## src/rtl/scrub_pkg.sv

```systemverilog
package scrub_pkg;
  typedef enum logic [1:0] {
    RES_CLEAN  = 2'b00,
    RES_FIXED  = 2'b01,
    RES_UNCORR = 2'b10
  } scrub_res_e;

  typedef enum logic [2:0] {
    S_IDLE, S_RREQ, S_RWAIT, S_CHECK, S_WREQ, S_WWAIT, S_DONE
  } scrub_state_e;
endpackage

```

## src/rtl/scrub_code.sv

```systemverilog
module scrub_code
  import scrub_pkg::*;
#(
  parameter int PAY_W = 256,
  parameter int CHK_W = 32
) (
  input  logic [PAY_W-1:0] data,
  input  logic [CHK_W-1:0] chk_in,
  output scrub_res_e       cls,
  output logic [PAY_W-1:0] fix_data,
  output logic [CHK_W-1:0] fix_chk
);
  localparam int POS_W = $clog2(PAY_W + 1);
  localparam logic [POS_W-1:0] MAXPOS = POS_W'(PAY_W);

  logic [POS_W-1:0] pos;
  logic             par;
  logic [CHK_W-1:0] calc, syn;
  logic [POS_W-1:0] syn_pos;
  logic             data_fix, chk_fix, upper_zero;

  // positional XOR of (index+1) over set bits, plus payload parity
  always_comb begin
    pos = '0;
    par = 1'b0;
    for (int i = 0; i < PAY_W; i++) begin
      if (data[i]) begin
        pos = pos ^ POS_W'(i + 1);
        par = ~par;
      end
    end
  end

  always_comb begin
    calc = '0;
    calc[POS_W-1:0] = pos;
    calc[POS_W]     = par;
  end

  assign syn        = calc ^ chk_in;
  assign syn_pos    = syn[POS_W-1:0];
  assign upper_zero = (syn[CHK_W-1:POS_W+1] == '0);
  assign data_fix   = upper_zero && syn[POS_W] && (syn_pos != '0) && (syn_pos <= MAXPOS);
  assign chk_fix    = $onehot(syn);

  always_comb begin
    for (int i = 0; i < PAY_W; i++) begin
      fix_data[i] = data[i] ^ (data_fix && (syn_pos == POS_W'(i + 1)));
    end
  end

  // flipping payload bit k toggles parity and XORs (k+1) into the position field
  always_comb begin
    fix_chk = calc;
    if (data_fix) begin
      fix_chk[POS_W-1:0] = pos ^ syn_pos;
      fix_chk[POS_W]     = ~par;
    end
  end

  always_comb begin
    if (syn == '0)               cls = RES_CLEAN;
    else if (data_fix || chk_fix) cls = RES_FIXED;
    else                          cls = RES_UNCORR;
  end
endmodule

```

## src/rtl/scrub_patrol.sv

```systemverilog
module scrub_patrol #(
  parameter int ADDR_W    = 20,
  parameter int NUM_LINES = 1 << 20,
  parameter int INTERVAL  = 32_800_000
) (
  input  logic              clk,
  input  logic              rst,
  input  logic              take,
  input  logic              adv,
  output logic              pend,
  output logic [ADDR_W-1:0] addr
);
  localparam int CNT_W = $clog2(INTERVAL + 1);
  localparam logic [CNT_W-1:0]  CNT_LAST  = CNT_W'(INTERVAL - 1);
  localparam logic [ADDR_W-1:0] ADDR_LAST = ADDR_W'(NUM_LINES - 1);

  logic [CNT_W-1:0] cnt;
  logic             due;

  assign due = (cnt == CNT_LAST);

  always_ff @(posedge clk) begin
    if (rst)      cnt <= '0;
    else if (due) cnt <= '0;
    else          cnt <= cnt + 1'b1;
  end

  always_ff @(posedge clk) begin
    if (rst)       pend <= 1'b0;
    else if (due)  pend <= 1'b1;
    else if (take) pend <= 1'b0;
  end

  always_ff @(posedge clk) begin
    if (rst) addr <= '0;
    else if (adv) addr <= (addr == ADDR_LAST) ? '0 : addr + 1'b1;
  end


  addr_range_chk: assert property (@(posedge clk) disable iff (rst) addr <= ADDR_LAST);

  addr_hold_chk: assert property (@(posedge clk) disable iff (rst) !adv |=> $stable(addr));

  pend_keep_chk: assert property (@(posedge clk) disable iff (rst) pend && !take |=> pend);
endmodule

```

## src/rtl/scrub_seq.sv

```systemverilog
module scrub_seq
  import scrub_pkg::*;
#(
  parameter int ADDR_W = 20,
  parameter int PAY_W  = 256,
  parameter int CHK_W  = 32
) (
  input  logic              clk,
  input  logic              rst,
  input  logic              dmd_req,
  input  logic [ADDR_W-1:0] dmd_addr,
  output logic              dmd_ack,
  input  logic              patrol_pend,
  input  logic [ADDR_W-1:0] patrol_addr,
  output logic              patrol_take,
  output logic              patrol_adv,
  output logic              mem_req,
  output logic              mem_we,
  output logic [ADDR_W-1:0] mem_addr,
  output logic [PAY_W-1:0]  mem_wdata,
  output logic [CHK_W-1:0]  mem_wcheck,
  input  logic              mem_gnt,
  input  logic              mem_rsp,
  input  logic [PAY_W-1:0]  mem_rdata,
  input  logic [CHK_W-1:0]  mem_rcheck,
  output logic [PAY_W-1:0]  rd_data,
  output logic [CHK_W-1:0]  rd_chk,
  input  scrub_res_e        cls,
  input  logic [PAY_W-1:0]  fix_data,
  input  logic [CHK_W-1:0]  fix_chk,
  output logic              busy,
  output logic              scrub_done,
  output logic              done_patrol,
  output scrub_res_e        done_status,
  output logic              err_flag,
  output logic [ADDR_W-1:0] err_addr
);
  scrub_state_e      state;
  logic [ADDR_W-1:0] cur_addr;
  logic              cur_patrol;
  scrub_res_e        res;
  logic [PAY_W-1:0]  wr_data;
  logic [CHK_W-1:0]  wr_chk;

  assign patrol_take = (state == S_IDLE) && !dmd_req && patrol_pend;
  assign patrol_adv  = (state == S_DONE) && cur_patrol;
  assign mem_req     = (state == S_RREQ) || (state == S_WREQ);
  assign mem_we      = (state == S_WREQ);
  assign mem_addr    = cur_addr;
  assign mem_wdata   = wr_data;
  assign mem_wcheck  = wr_chk;
  assign busy        = (state != S_IDLE);
  assign scrub_done  = (state == S_DONE);
  assign done_patrol = cur_patrol;
  assign done_status = res;

  // control state
  always_ff @(posedge clk) begin
    if (rst) begin
      state      <= S_IDLE;
      dmd_ack    <= 1'b0;
      cur_patrol <= 1'b0;
      cur_addr   <= '0;
      res        <= RES_CLEAN;
      err_flag   <= 1'b0;
      err_addr   <= '0;
    end else begin
      dmd_ack <= 1'b0;
      unique case (state)
        S_IDLE: begin
          if (dmd_req) begin
            cur_addr   <= dmd_addr;
            cur_patrol <= 1'b0;
            dmd_ack    <= 1'b1;
            state      <= S_RREQ;
          end else if (patrol_pend) begin
            cur_addr   <= patrol_addr;
            cur_patrol <= 1'b1;
            state      <= S_RREQ;
          end
        end
        S_RREQ:  if (mem_gnt) state <= S_RWAIT;
        S_RWAIT: if (mem_rsp) state <= S_CHECK;
        S_CHECK: begin
          res <= cls;
          if (cls == RES_FIXED) begin
            state <= S_WREQ;
          end else begin
            state <= S_DONE;
            if (cls == RES_UNCORR) begin
              err_flag <= 1'b1;
              err_addr <= cur_addr;
            end
          end
        end
        S_WREQ:  if (mem_gnt) state <= S_WWAIT;
        S_WWAIT: if (mem_rsp) state <= S_DONE;
        S_DONE:  state <= S_IDLE;
        default: state <= S_IDLE;
      endcase
    end
  end

  // data path registers (no reset)
  always_ff @(posedge clk) begin
    if (state == S_RWAIT && mem_rsp) begin
      rd_data <= mem_rdata;
      rd_chk  <= mem_rcheck;
    end
    if (state == S_CHECK) begin
      wr_data <= fix_data;
      wr_chk  <= fix_chk;
    end
  end


  req_hold_chk: assert property (@(posedge clk) disable iff (rst)
    mem_req && !mem_gnt |=> mem_req && $stable(mem_addr) && $stable(mem_we));

  write_fixed_chk: assert property (@(posedge clk) disable iff (rst)
    mem_req && mem_we |-> done_status == RES_FIXED);

  uncorr_flag_chk: assert property (@(posedge clk) disable iff (rst)
    scrub_done && done_status == RES_UNCORR |-> err_flag);

  err_sticky_chk: assert property (@(posedge clk) disable iff (rst) err_flag |=> err_flag);

  ack_pulse_chk: assert property (@(posedge clk) disable iff (rst) dmd_ack |=> !dmd_ack);

  busy_fall_chk: assert property (@(posedge clk) disable iff (rst) $fell(busy) |-> $past(scrub_done));

  done_idle_chk: assert property (@(posedge clk) disable iff (rst) scrub_done |=> !busy);
endmodule

```

## src/rtl/scrub_engine.sv

```systemverilog
module scrub_engine
  import scrub_pkg::*;
#(
  parameter int ADDR_W          = 20,
  parameter int NUM_LINES       = 1 << 20,
  parameter int PATROL_INTERVAL = 32_800_000,
  parameter int PAY_BYTES       = 32,
  parameter int CHK_BYTES       = 4
) (
  input  logic                   clk,
  input  logic                   rst,
  input  logic                   dmd_req,
  input  logic [ADDR_W-1:0]      dmd_addr,
  output logic                   dmd_ack,
  output logic                   mem_req,
  output logic                   mem_we,
  output logic [ADDR_W-1:0]      mem_addr,
  output logic [8*PAY_BYTES-1:0] mem_wdata,
  output logic [8*CHK_BYTES-1:0] mem_wcheck,
  input  logic                   mem_gnt,
  input  logic                   mem_rsp,
  input  logic [8*PAY_BYTES-1:0] mem_rdata,
  input  logic [8*CHK_BYTES-1:0] mem_rcheck,
  output logic                   busy,
  output logic                   scrub_done,
  output logic                   done_patrol,
  output logic [1:0]             done_status,
  output logic                   err_flag,
  output logic [ADDR_W-1:0]      err_addr
);
  localparam int PAY_W = 8 * PAY_BYTES;
  localparam int CHK_W = 8 * CHK_BYTES;

  logic              p_pend, p_take, p_adv;
  logic [ADDR_W-1:0] p_addr;
  logic [PAY_W-1:0]  rd_data, fix_data;
  logic [CHK_W-1:0]  rd_chk, fix_chk;
  scrub_res_e        cls, status;

  assign done_status = status;

  scrub_patrol #(
    .ADDR_W(ADDR_W), .NUM_LINES(NUM_LINES), .INTERVAL(PATROL_INTERVAL)
  ) u_patrol (
    .clk(clk), .rst(rst), .take(p_take), .adv(p_adv), .pend(p_pend), .addr(p_addr)
  );

  scrub_code #(.PAY_W(PAY_W), .CHK_W(CHK_W)) u_code (
    .data(rd_data), .chk_in(rd_chk), .cls(cls), .fix_data(fix_data), .fix_chk(fix_chk)
  );

  scrub_seq #(.ADDR_W(ADDR_W), .PAY_W(PAY_W), .CHK_W(CHK_W)) u_seq (
    .clk(clk), .rst(rst),
    .dmd_req(dmd_req), .dmd_addr(dmd_addr), .dmd_ack(dmd_ack),
    .patrol_pend(p_pend), .patrol_addr(p_addr), .patrol_take(p_take), .patrol_adv(p_adv),
    .mem_req(mem_req), .mem_we(mem_we), .mem_addr(mem_addr),
    .mem_wdata(mem_wdata), .mem_wcheck(mem_wcheck),
    .mem_gnt(mem_gnt), .mem_rsp(mem_rsp), .mem_rdata(mem_rdata), .mem_rcheck(mem_rcheck),
    .rd_data(rd_data), .rd_chk(rd_chk),
    .cls(cls), .fix_data(fix_data), .fix_chk(fix_chk),
    .busy(busy), .scrub_done(scrub_done), .done_patrol(done_patrol),
    .done_status(status), .err_flag(err_flag), .err_addr(err_addr)
  );
endmodule

```

## config.mk

```make
export PLATFORM = sky130hd
export DESIGN_NAME = scrub_engine
export DESIGN_NICKNAME = d
export VERILOG_FILES = /design/src/rtl/scrub_pkg.sv /design/src/rtl/scrub_code.sv /design/src/rtl/scrub_patrol.sv /design/src/rtl/scrub_seq.sv /design/src/rtl/scrub_engine.sv
export SDC_FILE = /design/constraint.sdc
export NUM_CORES = 1
export LEC_CHECK = 0
export ABC_CLOCK_PERIOD_IN_PS = 42200
export BUFFER_PORTS_ARGS = -buffer_cell sky130_fd_sc_hd__clkbuf_2
export CAP_MARGIN = 30
export CORE_MARGIN = 4
export CORE_UTILIZATION = 28
export DETAILED_ROUTE_END_ITERATION = 8
export GPL_ROUTABILITY_DRIVEN = 0
export SLEW_MARGIN = 20
export SYNTH_ARGS = -nofsm -noshare
export SYNTH_HDL_FRONTEND = slang
export SYNTH_HIERARCHICAL = 1
export SYNTH_SLANG_ARGS = --single-unit
```

## constraint.sdc

```tcl
create_clock -name clk -period 42.2 [get_ports clk]
set_input_delay 2.11 -clock clk [delete_from_list [all_inputs] [get_ports clk]]
set_output_delay 2.11 -clock clk [all_outputs]
set_load 0.03 [all_outputs]
```

## Word level (Yosys, flattened, before mapping)

Index checks and enable logic that the tools add are counted.

- Input bits: 313
- Word-level logic and storage cells: 1900
- Output and inout port bits: 337
- Register bits after elaboration: 648

- Bitwise gates (word level): 771
- Equal/unequal tests: 272
- Mux-type cells: 531
- Magnitude comparators: 1
- Add/sub/neg operators: 33
- Reduce and logical (&&, ||, !) cells: 278

Operators with widths:

| kind | number |
|---|---|
| equality test 9 x 8 -> 1 bit (second input constant) | 128 |
| 2-to-1 mux 8 bit | 128 |
| equality test 9 x 7 -> 1 bit (second input constant) | 64 |
| 2-to-1 mux 7 bit | 64 |
| equality test 9 x 6 -> 1 bit (second input constant) | 32 |
| inverter 4 bit | 70 |
| inverter 5 bit | 56 |
| logical AND 1 bit | 263 |
| 2-to-1 mux 1 bit | 262 |
| inverter 1 bit | 258 |
| XOR 1 bit | 256 |
| 2-to-1 mux 6 bit | 32 |
| inverter 3 bit | 56 |
| inverter 6 bit | 28 |
| equality test 9 x 5 -> 1 bit (second input constant) | 16 |
| adder 6 bit | 15 |
| 2-to-1 mux 5 bit | 16 |
| equality test 9 x 4 -> 1 bit (second input constant) | 8 |
| 2-to-1 mux 20 bit | 3 |
| inverter 2 bit | 28 |
| inverter 7 bit | 8 |
| equality test 9 x 3 -> 1 bit (second input constant) | 4 |
| adder 1 x 1 -> 2 bit | 16 |
| logical NOT 32 bit | 1 |
| 38 further kinds | 74 |

## Logic depth before layout (Yosys ltp)

- Depth after elaboration: 524
- Mapped depth: 27
- Gate-level depth less buffers: 26

## Modules after synthesis

The synthesis kept the hierarchy.

By module, submodules not included:

| module | area each (um^2) | seq. area each (um^2) | times used | cells each |
|---|---|---|---|---|
| scrub_seq | 19478.7 | 18257.5 | 1 | 798 |
| scrub_code | 10948.0 | 0.0 | 1 | 1261 |
| scrub_patrol | 2215.9 | 920.9 | 1 | 259 |

## Worst setup path before layout

Ideal clock, no wire load.

- Path type: input -> register
- From: input mem_rsp
- To: register u_seq.rd_chk[0] (enable)
- Setup slack: 11.455 ns
- Arrival time: 29.091 ns
- Setup time: 1.655 ns
- Cell stages on the path: 1
- Path through: nor4bb_1

- Word-level cells in the longest chain between the ends: 1

RTL lines:

| what | RTL line | source |
|---|---|---|
| start: declaration | scrub_engine.sv:21 | `input logic mem_rsp,` |
| logical AND 1 bit | scrub_seq.sv:106 | `if (state == S_RWAIT && mem_rsp) begin` |
| end signal: assignment | scrub_seq.sv:108 | `rd_chk <= mem_rcheck;` |
| end: declaration | scrub_seq.sv:27 | `output logic [CHK_W-1:0] rd_chk,` |

Every way passes these cells.
A chain may end at the register's enable or synchronous reset.

## Worst setup path in the final report

- From: register u_seq.rd_data[125]
- To: register u_seq.err_addr[3]

- Word-level cells in the longest chain between the ends: 274
- Elaborated cells on any way between the ends: 546

RTL lines:

| what | RTL line | source |
|---|---|---|
| start: declaration | scrub_seq.sv:26 | `output logic [PAY_W-1:0] rd_data,` |
| start signal: assignment | scrub_seq.sv:107 | `rd_data <= mem_rdata;` |
| 2-to-1 mux 1 bit | scrub_code.sv:27 | `if (data[i]) begin` |
| inverter 1 bit | scrub_code.sv:29 | `par = ~par;` |
| 2-to-1 mux 1 bit | scrub_code.sv:27 |  |
| inverter 1 bit | scrub_code.sv:29 |  |
| 2-to-1 mux 1 bit | scrub_code.sv:27 |  |
| inverter 1 bit | scrub_code.sv:29 |  |
| 2-to-1 mux 1 bit | scrub_code.sv:27 |  |
| inverter 1 bit | scrub_code.sv:29 |  |
| [... 259 more ...] | - |  |
| equality test 6 x 1 -> 1 bit | scrub_code.sv:44 | `assign chk_fix = $onehot(syn);` |
| logical OR 1 bit | scrub_code.sv:63 | `else if (data_fix \|\| chk_fix) cls = RES_FIXED;` |
| 2-to-1 mux 2 bit | scrub_code.sv:63 |  |
| 2-to-1 mux 2 bit (*) | scrub_code.sv:62 | `if (syn == '0) cls = RES_CLEAN;` |
| named net cls[0] | scrub_engine.sv:38 | `scrub_res_e cls, status;` |
| equality test 2 x 1 -> 1 bit | scrub_seq.sv:86 | `if (cls == RES_FIXED) begin` |
| inverter 1 bit (no line) | - |  |
| AND reduction 3 bit (no line) (*) | - |  |
| end signal: assignment | scrub_seq.sv:92 | `err_addr <= cur_addr;` |
| end: declaration | scrub_seq.sv:36 | `output logic [ADDR_W-1:0] err_addr` |

Mark *: on every way through the listed nets, which the timed path passes. The rest lies on a longest branch.

==> reports/qor.yml <==
final_hold_viol_count: 0
synth_edf_count: 576
yosys.area.top_type: "edfxtp_1"
startpoint_type: "register"
cp_max_fo: 9
vias: 21200
cts_setup_buffers: 0
post-synth-top-area-fraction_pct: 53.0
synth_area_per_cell_sq_um: 14.1
rsz0062_at_grt: "false"
slew-limit-headroom_pct: 34.2
drive_gt1_share_pct: 29.4
postRouteAntennaNets: 0
peakVddDrop_mv: 0.313
syn_to_final_growth_pct: 24.0
grtUsageMet2_pct: 36.4
finalCritPeriodShare_pct: 21.2
final-setup-viol-count: 0
setup_tns_ps: 0
skew_ps: 42.2
p_per_area_mw_per_mm2: 90.2
first_pass_iters: 5
clkTransAtPathRegs_ps: 60
worst_slew_pin_slew_ps: 988
worst-setup-path-type: "reg -> reg"
grt_pass1_wl_microns: 179000
synthFlopType: "edfxtp_1"
dieArea_sq_mm: 0.122
grt.met3_usage_pct: 8.35
htree_levels: 3
initialDrtViolationCount: 1861
use_met1_pct: 25.4
grt_pass1_vias: 21400
endpoint_kind: "register"
clkLatencyLatePin_ps: 680
slew_viol_final: 0
ys_ff_latch: 670
yosysMostFrequentCell: "edfxtp_1"
grt-ovfl-total: 0
clock-root-buffer: "clkbuf_16"
ys_warn_count: 6
leakagePower_uw: 0.0158
synth_common_cells: "edfxtp_1, xnor2_1, xor2_1, nor2_1, nand2_1"
clockBufferDepth: 3
design.core.area_sq_mm: 0.116
min_path_type: "reg -> reg"
drc: 0
outcome: "finished clean"
row_count: 125
max_cap_violations: 0
ys_top_cells_by_area: "edfxtp_1, xnor2_1, xor2_1"
required_ps: 42780
nets: 3362
grt_max_degree: 102
antenna_found_initial: 45
tritoncts: "built"
ys_seq_area_share_pct: 58.8
post_cts_resized: 0
synthCells: 2318
ios: 650
cts.sinks: 670
die_w_microns: 349
fin_crit_ps: 8950
synth_area_sq_mm: 0.0326
timing.hold.ws_ps: 463
hpwl_microns: 106000
ys_types: 75
track_usage_pct: 21.5
wl_per_cell_microns: 29.2
ctsHoldBuffers: 0
cts_buffers: 80
synthArstFlopShare_pct: 0
portBuffers: 649
detail_route.wirelength_microns: 135000
fmax_mhz: 112
via_per_inst: 4.58
worstPathArrival_ps: 9520
die-height_microns: 349
start_util_pct: 28.2
top_usage_layer: "met2"
-- report_power, final --
part	internal (uW)	switching (uW)	total, uW
clock	427	302	729
combinational	842	1300	2150
sequential	753	21.3	774
-- cells in the final DEF (no fill, tap or decap), drive strengths merged, types with 19 or more instances in the layout --
master | netlist | routed
a21oi | 26 | 26
buf | 58 | 24
clkbuf | 21 | 749
clkinv | 1 | 27
conb | 1 | 22
dfxtp | 94 | 94
diode | 0 | 20
edfxtp | 576 | 576
fa | 24 | 24
inv | 51 | 56
mux2 | 29 | 29
mux2i | 44 | 44
nand2 | 152 | 152
nand3 | 19 | 19
nor2 | 292 | 292
nor3 | 28 | 28
xnor2 | 334 | 334
xnor3 | 103 | 103
xor2 | 321 | 321
-- critical path, stage by stage, from the launching register on --
cell and delay (ps):
edfxtp_1 510, xor2_1 230, xnor2_1 680, xnor3_1 470, xnor3_1 450, xnor2_1 310
xnor3_1 500, fa_1 650, inv_1 80, fa_1 460, fa_1 500, inv_1 50
fa_1 460, fa_1 520, inv_1 50, fa_1 470, inv_1 50, ha_1 200
fa_1 440, nor4b_1 230, and3_1 240, o31ai_1 90, a21oi_1 340, or3b_1 600
mux2i_1 260
-- per-stage QoR --
| stage | std cells | area (sq um) | total power [uW] | utilization, % | setup WS (ps) |
|---|---|---|---|---|---|
| after floorplan | 2339 | 32700 | 2290 | - | 11450 |
| after global placement | 4454 | 37600 | 2920 | 32.4 | 33150 |
| final | 4625 | 40500 | 3650 | 34.9 | 33250 |
| after CTS | 4602 | 40300 | 3670 | 34.8 | 33160 |
| after global routing | 4613 | 40400 | 4000 | 34.9 | 32850 |
| after detailed placement | 4454 | 37600 | 2930 | 32.4 | 33260 |
-- path summary, 6_finish.rpt --
kind                            slack (ps)                from  depth (start not counted)                end
worst max-delay path                 33250  u_seq/rd_data[125]                         24  u_seq/err_addr[3]
worst min-delay path                   460   u_seq/err_addr[1]                          2  u_seq/err_addr[1]
worst max register to register       33250  u_seq/rd_data[125]                         24  u_seq/err_addr[3]
worst min register to register         460   u_seq/err_addr[1]                          2  u_seq/err_addr[1]
-- kinds of logic after synthesis --
family	count (synthesis)	synth area share [%]
fa+ha+maj	34	1.86
simple gates	588	8.64
xor+xnor	762	25.1
compound gates	59	1.12
other cells	1	0.0115
mux	73	2.42
flops	670	58.8
buf+inv	131	2.12
-- flip-flops by register name (all words and copies together), names as in the netlist, 3 cells and up --
signal / cells
u_seq/mem_addr: 20
u_seq/state: 3
u_seq/mem_wcheck: 32
u_seq/rd_data: 256
u_seq/rd_chk: 32
u_patrol/cnt: 25
u_seq/err_addr: 20
u_patrol/addr: 20
u_seq/mem_wdata: 256
-- cell type report --
class / instances / area (sq um)
clock buffers: 100 / 2110
well taps: 1524 / 1910
repair buffers: 673 / 3470
fillers: 11500 / 75400
inverters: 52 / 203
flip-flops and latches: 670 / 19200
diodes: 20 / 50.0
clock inverters: 48 / 638
multi-input cells: 1538 / 12900
-- metal layers --
layer  vias up  part of all wire, %
met4        38                  3.1
met1     10600                   38
li1       9369                    -
met2       975                   48
met5         -                 0.18
met3       214                   10
Power figures use the tool's default switching activity.
